## config.mk

```make
export PLATFORM = sky130hd
export DESIGN_NAME = sram_ctl
export DESIGN_NICKNAME = d
export VERILOG_FILES = /design/src/rtl/sram_ctl_pkg.sv /design/src/rtl/sram_ctl_seq.sv /design/src/rtl/sram_ctl_io.sv /design/src/rtl/sram_ctl.sv
export SDC_FILE = /design/constraint.sdc
export NUM_CORES = 1
export LEC_CHECK = 0
export CAP_MARGIN = 20
export CORE_MARGIN = 5
export CORE_UTILIZATION = 42
export DETAILED_ROUTE_END_ITERATION = 8
export PLACE_DENSITY_LB_ADDON = 0.05
export SLEW_MARGIN = 20
export SYNTH_ARGS = -nofsm -noshare
export SYNTH_HDL_FRONTEND = slang
export SYNTH_SLANG_ARGS = --single-unit
export TNS_END_PERCENT = 1
```

## constraint.sdc

```tcl
create_clock -name clk -period 2.2 [get_ports clk]
set_input_delay 0.55 -clock clk [delete_from_list [all_inputs] [get_ports clk]]
set_output_delay 0.55 -clock clk [all_outputs]
set_load 0.02 [all_outputs]
```

## src/rtl/sram_ctl_pkg.sv

```systemverilog
package sram_ctl_pkg;

  typedef enum logic [1:0] {ST_IDLE, ST_READ, ST_WLOW, ST_WHOLD} st_t;

  typedef enum int {TM_RC, TM_WC, TM_WP, TM_CW, TM_AW, TM_DS, TM_HZ} tm_t;

  // minimum interval in picoseconds for the selected speed grade
  function automatic int tmin_ps(input bit slow, input tm_t which);
    case (which)
      TM_RC:   return slow ? 70000 : 55000;
      TM_WC:   return slow ? 70000 : 55000;
      TM_WP:   return slow ? 50000 : 40000;
      TM_CW:   return slow ? 60000 : 45000;
      TM_AW:   return slow ? 60000 : 45000;
      TM_DS:   return slow ? 30000 : 25000;
      default: return slow ? 25000 : 20000;
    endcase
  endfunction

  function automatic int to_cyc(input int ps, input int per_ps);
    int c;
    c = (ps + per_ps - 1) / per_ps;
    if (c < 1) c = 1;
    return c;
  endfunction

  function automatic int max2(input int a, input int b);
    return (a > b) ? a : b;
  endfunction

endpackage

```

## src/rtl/sram_ctl_seq.sv

```systemverilog
module sram_ctl_seq
  import sram_ctl_pkg::*;
#(
  parameter int RD_CYC = 11,
  parameter int WL_CYC = 10,
  parameter int CNT_W  = 5
) (
  input  logic             clk,
  input  logic             rst_n,
  input  logic             start,
  input  logic             start_wr,
  output st_t              st,
  output logic [CNT_W-1:0] cnt,
  output logic             done
);

  st_t              st_nxt;
  logic [CNT_W-1:0] cnt_nxt;
  logic             done_nxt;

  always_comb begin
    st_nxt   = st;
    cnt_nxt  = cnt + CNT_W'(1);
    done_nxt = 1'b0;
    case (st)
      ST_IDLE: begin
        cnt_nxt = '0;
        if (start) st_nxt = start_wr ? ST_WLOW : ST_READ;
      end
      ST_READ: begin
        if (cnt == CNT_W'(RD_CYC - 1)) begin
          st_nxt   = ST_IDLE;
          cnt_nxt  = '0;
          done_nxt = 1'b1;
        end
      end
      ST_WLOW: begin
        if (cnt == CNT_W'(WL_CYC - 1)) begin
          st_nxt  = ST_WHOLD;
          cnt_nxt = '0;
        end
      end
      default: begin
        st_nxt   = ST_IDLE;
        cnt_nxt  = '0;
        done_nxt = 1'b1;
      end
    endcase
  end

  always_ff @(posedge clk or negedge rst_n) begin
    if (!rst_n) begin
      st   <= ST_IDLE;
      cnt  <= '0;
      done <= 1'b0;
    end else begin
      st   <= st_nxt;
      cnt  <= cnt_nxt;
      done <= done_nxt;
    end
  end

  // done only on the cycle the sequencer has returned to idle
  a_r8_done_idle: assert property (@(posedge clk) disable iff (!rst_n)
    done |-> (st == ST_IDLE));

  // a read window always runs to its last count before leaving
  a_r2_read_len: assert property (@(posedge clk) disable iff (!rst_n)
    (st == ST_READ) && (cnt != CNT_W'(RD_CYC - 1)) |=> (st == ST_READ));

endmodule

```

## src/rtl/sram_ctl_io.sv

```systemverilog
module sram_ctl_io
  import sram_ctl_pkg::*;
#(
  parameter int ADDR_W = 16,
  parameter int DATA_W = 8,
  parameter int RD_CYC = 11,
  parameter int HZ_CYC = 4,
  parameter int CNT_W  = 5
) (
  input  logic              clk,
  input  logic              rst_n,
  input  logic              load,
  input  logic [ADDR_W-1:0] addr_in,
  input  logic [DATA_W-1:0] wdata_in,
  input  st_t               st,
  input  logic [CNT_W-1:0]  cnt,
  input  logic [DATA_W-1:0] dq_in,
  output logic [ADDR_W-1:0] addr,
  output logic [DATA_W-1:0] dq_out,
  output logic              dq_oe,
  output logic              sel_n,
  output logic              sel,
  output logic              oe_n,
  output logic              we_n,
  output logic [DATA_W-1:0] rdata
);

  logic active;
  logic capture;

  assign active  = (st != ST_IDLE);
  assign sel_n   = ~active;
  assign sel     = active;
  assign oe_n    = ~(st == ST_READ);
  assign we_n    = ~(st == ST_WLOW);
  assign dq_oe   = ((st == ST_WLOW) && (cnt >= CNT_W'(HZ_CYC))) || (st == ST_WHOLD);
  assign capture = (st == ST_READ) && (cnt == CNT_W'(RD_CYC - 1));

  // address and write byte are loaded only at acceptance (write enable high)
  always_ff @(posedge clk or negedge rst_n) begin
    if (!rst_n) begin
      addr   <= '0;
      dq_out <= '0;
    end else if (load) begin
      addr   <= addr_in;
      dq_out <= wdata_in;
    end
  end

  always_ff @(posedge clk or negedge rst_n) begin
    if (!rst_n)       rdata <= '0;
    else if (capture) rdata <= dq_in;
  end

  // address frozen while write enable is low
  a_r7_addr_stable: assert property (@(posedge clk) disable iff (!rst_n)
    !we_n && $past(!we_n) |-> $stable(addr));

  // no drive on the first write-enable-low cycle
  a_r5_turnaround: assert property (@(posedge clk) disable iff (!rst_n)
    $fell(we_n) |-> !dq_oe);

  // data still driven when write enable rises
  a_r6_hold: assert property (@(posedge clk) disable iff (!rst_n)
    $rose(we_n) |-> dq_oe && !sel_n && sel);

  // never drive while the RAM output is enabled
  a_r2_no_contend: assert property (@(posedge clk) disable iff (!rst_n)
    !oe_n |-> !dq_oe && we_n);

endmodule

```

## src/rtl/sram_ctl.sv

```systemverilog
module sram_ctl
  import sram_ctl_pkg::*;
#(
  parameter int ADDR_W     = 16,
  parameter int DATA_W     = 8,
  parameter int CLK_PS     = 5000,
  parameter bit SLOW_GRADE = 1'b0
) (
  input  logic              clk,
  input  logic              rst_n,
  input  logic              req_valid,
  input  logic              req_write,
  input  logic [ADDR_W-1:0] req_addr,
  input  logic [DATA_W-1:0] req_wdata,
  output logic              req_ready,
  output logic              rsp_done,
  output logic [DATA_W-1:0] rsp_rdata,
  output logic [ADDR_W-1:0] ram_addr,
  output logic              ram_sel_n,
  output logic              ram_sel,
  output logic              ram_oe_n,
  output logic              ram_we_n,
  output logic [DATA_W-1:0] ram_dq_out,
  output logic              ram_dq_oe,
  input  logic [DATA_W-1:0] ram_dq_in
);

  localparam int RD_CYC = to_cyc(tmin_ps(SLOW_GRADE, TM_RC), CLK_PS);
  localparam int HZ_CYC = to_cyc(tmin_ps(SLOW_GRADE, TM_HZ), CLK_PS);
  localparam int WP_CYC = to_cyc(tmin_ps(SLOW_GRADE, TM_WP), CLK_PS);
  localparam int CW_CYC = to_cyc(tmin_ps(SLOW_GRADE, TM_CW), CLK_PS);
  localparam int AW_CYC = to_cyc(tmin_ps(SLOW_GRADE, TM_AW), CLK_PS);
  localparam int DS_CYC = to_cyc(tmin_ps(SLOW_GRADE, TM_DS), CLK_PS);
  localparam int WC_CYC = to_cyc(tmin_ps(SLOW_GRADE, TM_WC), CLK_PS);
  localparam int WL_CYC = max2(max2(max2(WP_CYC, CW_CYC), max2(AW_CYC, HZ_CYC + DS_CYC)),
                               WC_CYC - 1);
  localparam int CNT_W  = $clog2(max2(RD_CYC, WL_CYC)) + 1;

  st_t              st;
  logic [CNT_W-1:0] cnt;
  logic             accept;

  assign req_ready = (st == ST_IDLE);
  assign accept    = req_valid && req_ready;

  sram_ctl_seq #(
    .RD_CYC (RD_CYC),
    .WL_CYC (WL_CYC),
    .CNT_W  (CNT_W)
  ) u_seq (
    .clk      (clk),
    .rst_n    (rst_n),
    .start    (accept),
    .start_wr (req_write),
    .st       (st),
    .cnt      (cnt),
    .done     (rsp_done)
  );

  sram_ctl_io #(
    .ADDR_W (ADDR_W),
    .DATA_W (DATA_W),
    .RD_CYC (RD_CYC),
    .HZ_CYC (HZ_CYC),
    .CNT_W  (CNT_W)
  ) u_io (
    .clk      (clk),
    .rst_n    (rst_n),
    .load     (accept),
    .addr_in  (req_addr),
    .wdata_in (req_wdata),
    .st       (st),
    .cnt      (cnt),
    .dq_in    (ram_dq_in),
    .addr     (ram_addr),
    .dq_out   (ram_dq_out),
    .dq_oe    (ram_dq_oe),
    .sel_n    (ram_sel_n),
    .sel      (ram_sel),
    .oe_n     (ram_oe_n),
    .we_n     (ram_we_n),
    .rdata    (rsp_rdata)
  );

  // idle pins whenever ready
  a_r1_idle_pins: assert property (@(posedge clk) disable iff (!rst_n)
    req_ready |-> ram_sel_n && !ram_sel && ram_oe_n && ram_we_n && !ram_dq_oe);

  // done pulse is one cycle wide and comes with ready
  a_r8_done_pulse: assert property (@(posedge clk) disable iff (!rst_n)
    rsp_done |-> req_ready ##1 !rsp_done);

endmodule

```

==> run metrics <==
num rows=23; Syn Area/Cell=14.72 um^2; Pwr Density=1314 mW/mm^2; clk sinks=40; via/cell ratio=4.788; antenna diode count=0; Clock Latency Late Sink=0.28 ns; Setup CP Type=flip-flop to primary output; most common cell in the netlist=dfrtp_1; syn nets=between 150 and 200; CTS resizes=5; switch share=between 30 and 40%; Gate Count Post-Synth=119; final wirelength=around 3.8 mm; NetSw=about 1.2 mW; Clock transition at path regs=approximately 0.070 ns; Pre-antenna DRT Iters=4; fraction of layout cells with a size suffix above 1=a little under a quarter; Nets=243; IO Pins=between 70 and 80; Area contributors post-synth=dfrtp_1 57%, mux2_2 15%, mux2_4 6.9%; unrepaired setup endpoints after global routing=false; number of global-route vias before repair=roughly 1300; CTS tree=built; HP Class=input pin to async pin; Yosys top cell area share=between 50% and 60%; max-slew violations=0; Commonest cells post-synth=40 x dfrtp_1, 24 x mux2_2, 8 x ha_1, 8 x mux2_4, 7 x inv_1; setup TNS=0 ns; Required @ worst endpoint=between 1.5 and 2 ns; max_slew headroom=64.51%; Reg power frac=around 33%; largest net degree at the start of global routing=41; final worst path period share=between 90 and 100%; Max-Cap Viols=0; dpl hpwl=~2.9 mm; Seq cells post-synth=40; first-pass GRT wire length=approximately 6 mm; commonest register cell after synthesis=dfrtp_1; Hold WS=~0.31 ns; via count=approximately 1200; fmax=roughly 500 MHz; part of the Yosys area used for sequential elements=57.14%; Starting Density=between 40% and 50%; Synth area leader=dfrtp_1; Fillers=roughly 300; die height=roughly 75 um; CTS root buf=clkbuf_8; cell area after synthesis=about 0.0018 mm^2; Synth async-reset ratio=100.0%; status=complete, no violations; post-route ant nets=0; Remaining DRCs=0; Combinational Power Share=49.1%; pre-CTS WS=0.1623 ns; Pleak=between 1 and 1.5 nW; Overall Global Routing Usage=between 10 and 15%; post-synth cell types=25; initial antenna violation count=0; Worst Slack Setup Final=around 0.16 ns; worst vdd ir=between 0.0007 and 0.0008 V; grt ovf=0; chip width=between 70 and 80 um; Tmin final=between 2 and 2.5 ns; Startpoint Class=flip-flop; nature of the critical path endpoint=primary output; hold buffer count at CTS=0; worst path arrival time=~1.5 ns; CTS max path bufs=2; DR WL/cell=between 15 and 20 um; P_int=~2.3 mW; global placer's final weighted congestion=roughly 0.8; synthesis-to-layout area growth=52.93%; post-CTS setup buffer count=0; r2r setup slk=between 0.3 and 0.4 ns; Least-Margin Pin Slew=~0.53 ns; total die area=roughly 0.0056 mm^2; H-tree lvl count=2; port buffer count=74; Clock Power Share=18.0%; Worst Clk Skew=0.005749 ns; count of final hold-check violations=0; final setup vio count=0; number of synthesized flops with an enable pin=0; CTS buffer count=5; worst-path fanout max=3; Ys Warns=0; Iter 0 DRT Violations=roughly 80; Core ar.=roughly 0.004 mm^2
==> stage by stage <==
stage | util [%] | total power, mW | cell area (um^2) | instances
floorplan | - | 2.121 | 1752 | 119
global placement | 63.45 | 2.912 | 2556 | 242
detailed placement | 63.45 | 2.962 | 2556 | 242
CTS | 66.43 | 3.579 | 2676 | 250
global route | 66.49 | 3.751 | 2679 | 250
finish | 66.49 | 3.519 | 2679 | 250
==> flip-flops by register name, indices dropped and copies added, names as in the netlist <==
signal       count
u_seq.st         2
u_seq.done       1
u_seq.cnt        5
u_io.rdata       8
u_io.dq_out      8
u_io.addr       16
==> critical path: stages (launching register included) <==
cell and delay [ns]:
dfrtp_1 0.40, inv_1 0.11, ha_1 0.17, inv_1 0.05, o21bai_1 0.13, dlygate4sd2_1 0.35
==> placed cells by master (no fill, tap or decap), drive strengths merged <==
cell type      synthesis  final
inv                    7      7
or2                    1      1
clkdlybuf4s50          0     67
dlymetal6s2s           0      1
a21oi                  2      2
ha                     8      8
dfrtp                 40     40
a221oi                 2      2
nand2b                 1      1
o31ai                  1      1
dlygate4sd2            0      5
clkbuf                 0      7
nor3b                  3      3
nor2                   2      2
mux2                  32     32
buf                    4      4
a221o                  1      1
nand3                  2      2
nor2b                  1      1
xor2                   3      3
nand4bb                2      2
a22oi                  1      1
nand2                  4      4
nor3                   1      1
o21bai                 1      1
bufinv                 0      1
==> cell type report <==
class / count / area [um^2] / area share, %
Sequential cell: 40 / 1001 / 37.37
Inverter: 7 / 26.28 / 0.9808
Clock inverter: 1 / 30.03 / 1.121
Clock buffer: 7 / 96.34 / 3.596
Multi-Input combinational cell: 68 / 695.7 / 25.97
Timing Repair Buffer: 77 / 767.0 / 28.63
Tap cell: 50 / 62.56 / 2.335
==> per-layer routing <==
metal,up-vias,routed length [um],track usage (%)
met1,576,1478,17.33
met5,-,0,0
met4,0,29,4.150
met2,48,1907,23.80
li1,569,-,-
met3,4,394,6.351
==> worst paths after layout <==
| path | cells past startpoint | from | endpoint |
|---|---|---|---|
| max | 5 | u_seq.st[0] | ram_dq_oe |
| min | 2 | rst_n | u_io.rdata[0] |
| max reg2reg | 5 | u_seq.cnt[0] | u_io.rdata[6] |
| min reg2reg | 1 | u_io.addr[3] | u_io.addr[3] |
| max in group asynchronous | 2 | rst_n | u_seq.st[0] |
| min in group clk | 1 | u_io.addr[3] | u_io.addr[3] |
==> power by group through the flow <==
stage	clock network (mW)	registers [mW]	logic, mW
after floorplan	0	1.46	0.660
after global placement	0	1.15	1.76
after detailed placement	0	1.17	1.79
after CTS	0.657	1.16	1.76
after global routing	0.694	1.19	1.86
final	0.635	1.16	1.73
==> kinds of logic (layout without fill, tap and decap cells) <==
group                      count (synthesis)  after routing  synth area share, %
and+or+nand+nor                           17             17                6.715
xor gates and xnor gates                   3              3                1.500
adders and majority gates                  8              8                5.715
AOI/OAI and AO/OA                          8              8                3.501
DFF                                       40             40                57.14
muxes                                     32             32                22.29
buffers and inverters                     11             92                3.143
No activity file was read; power rests on OpenSTA's default activity.
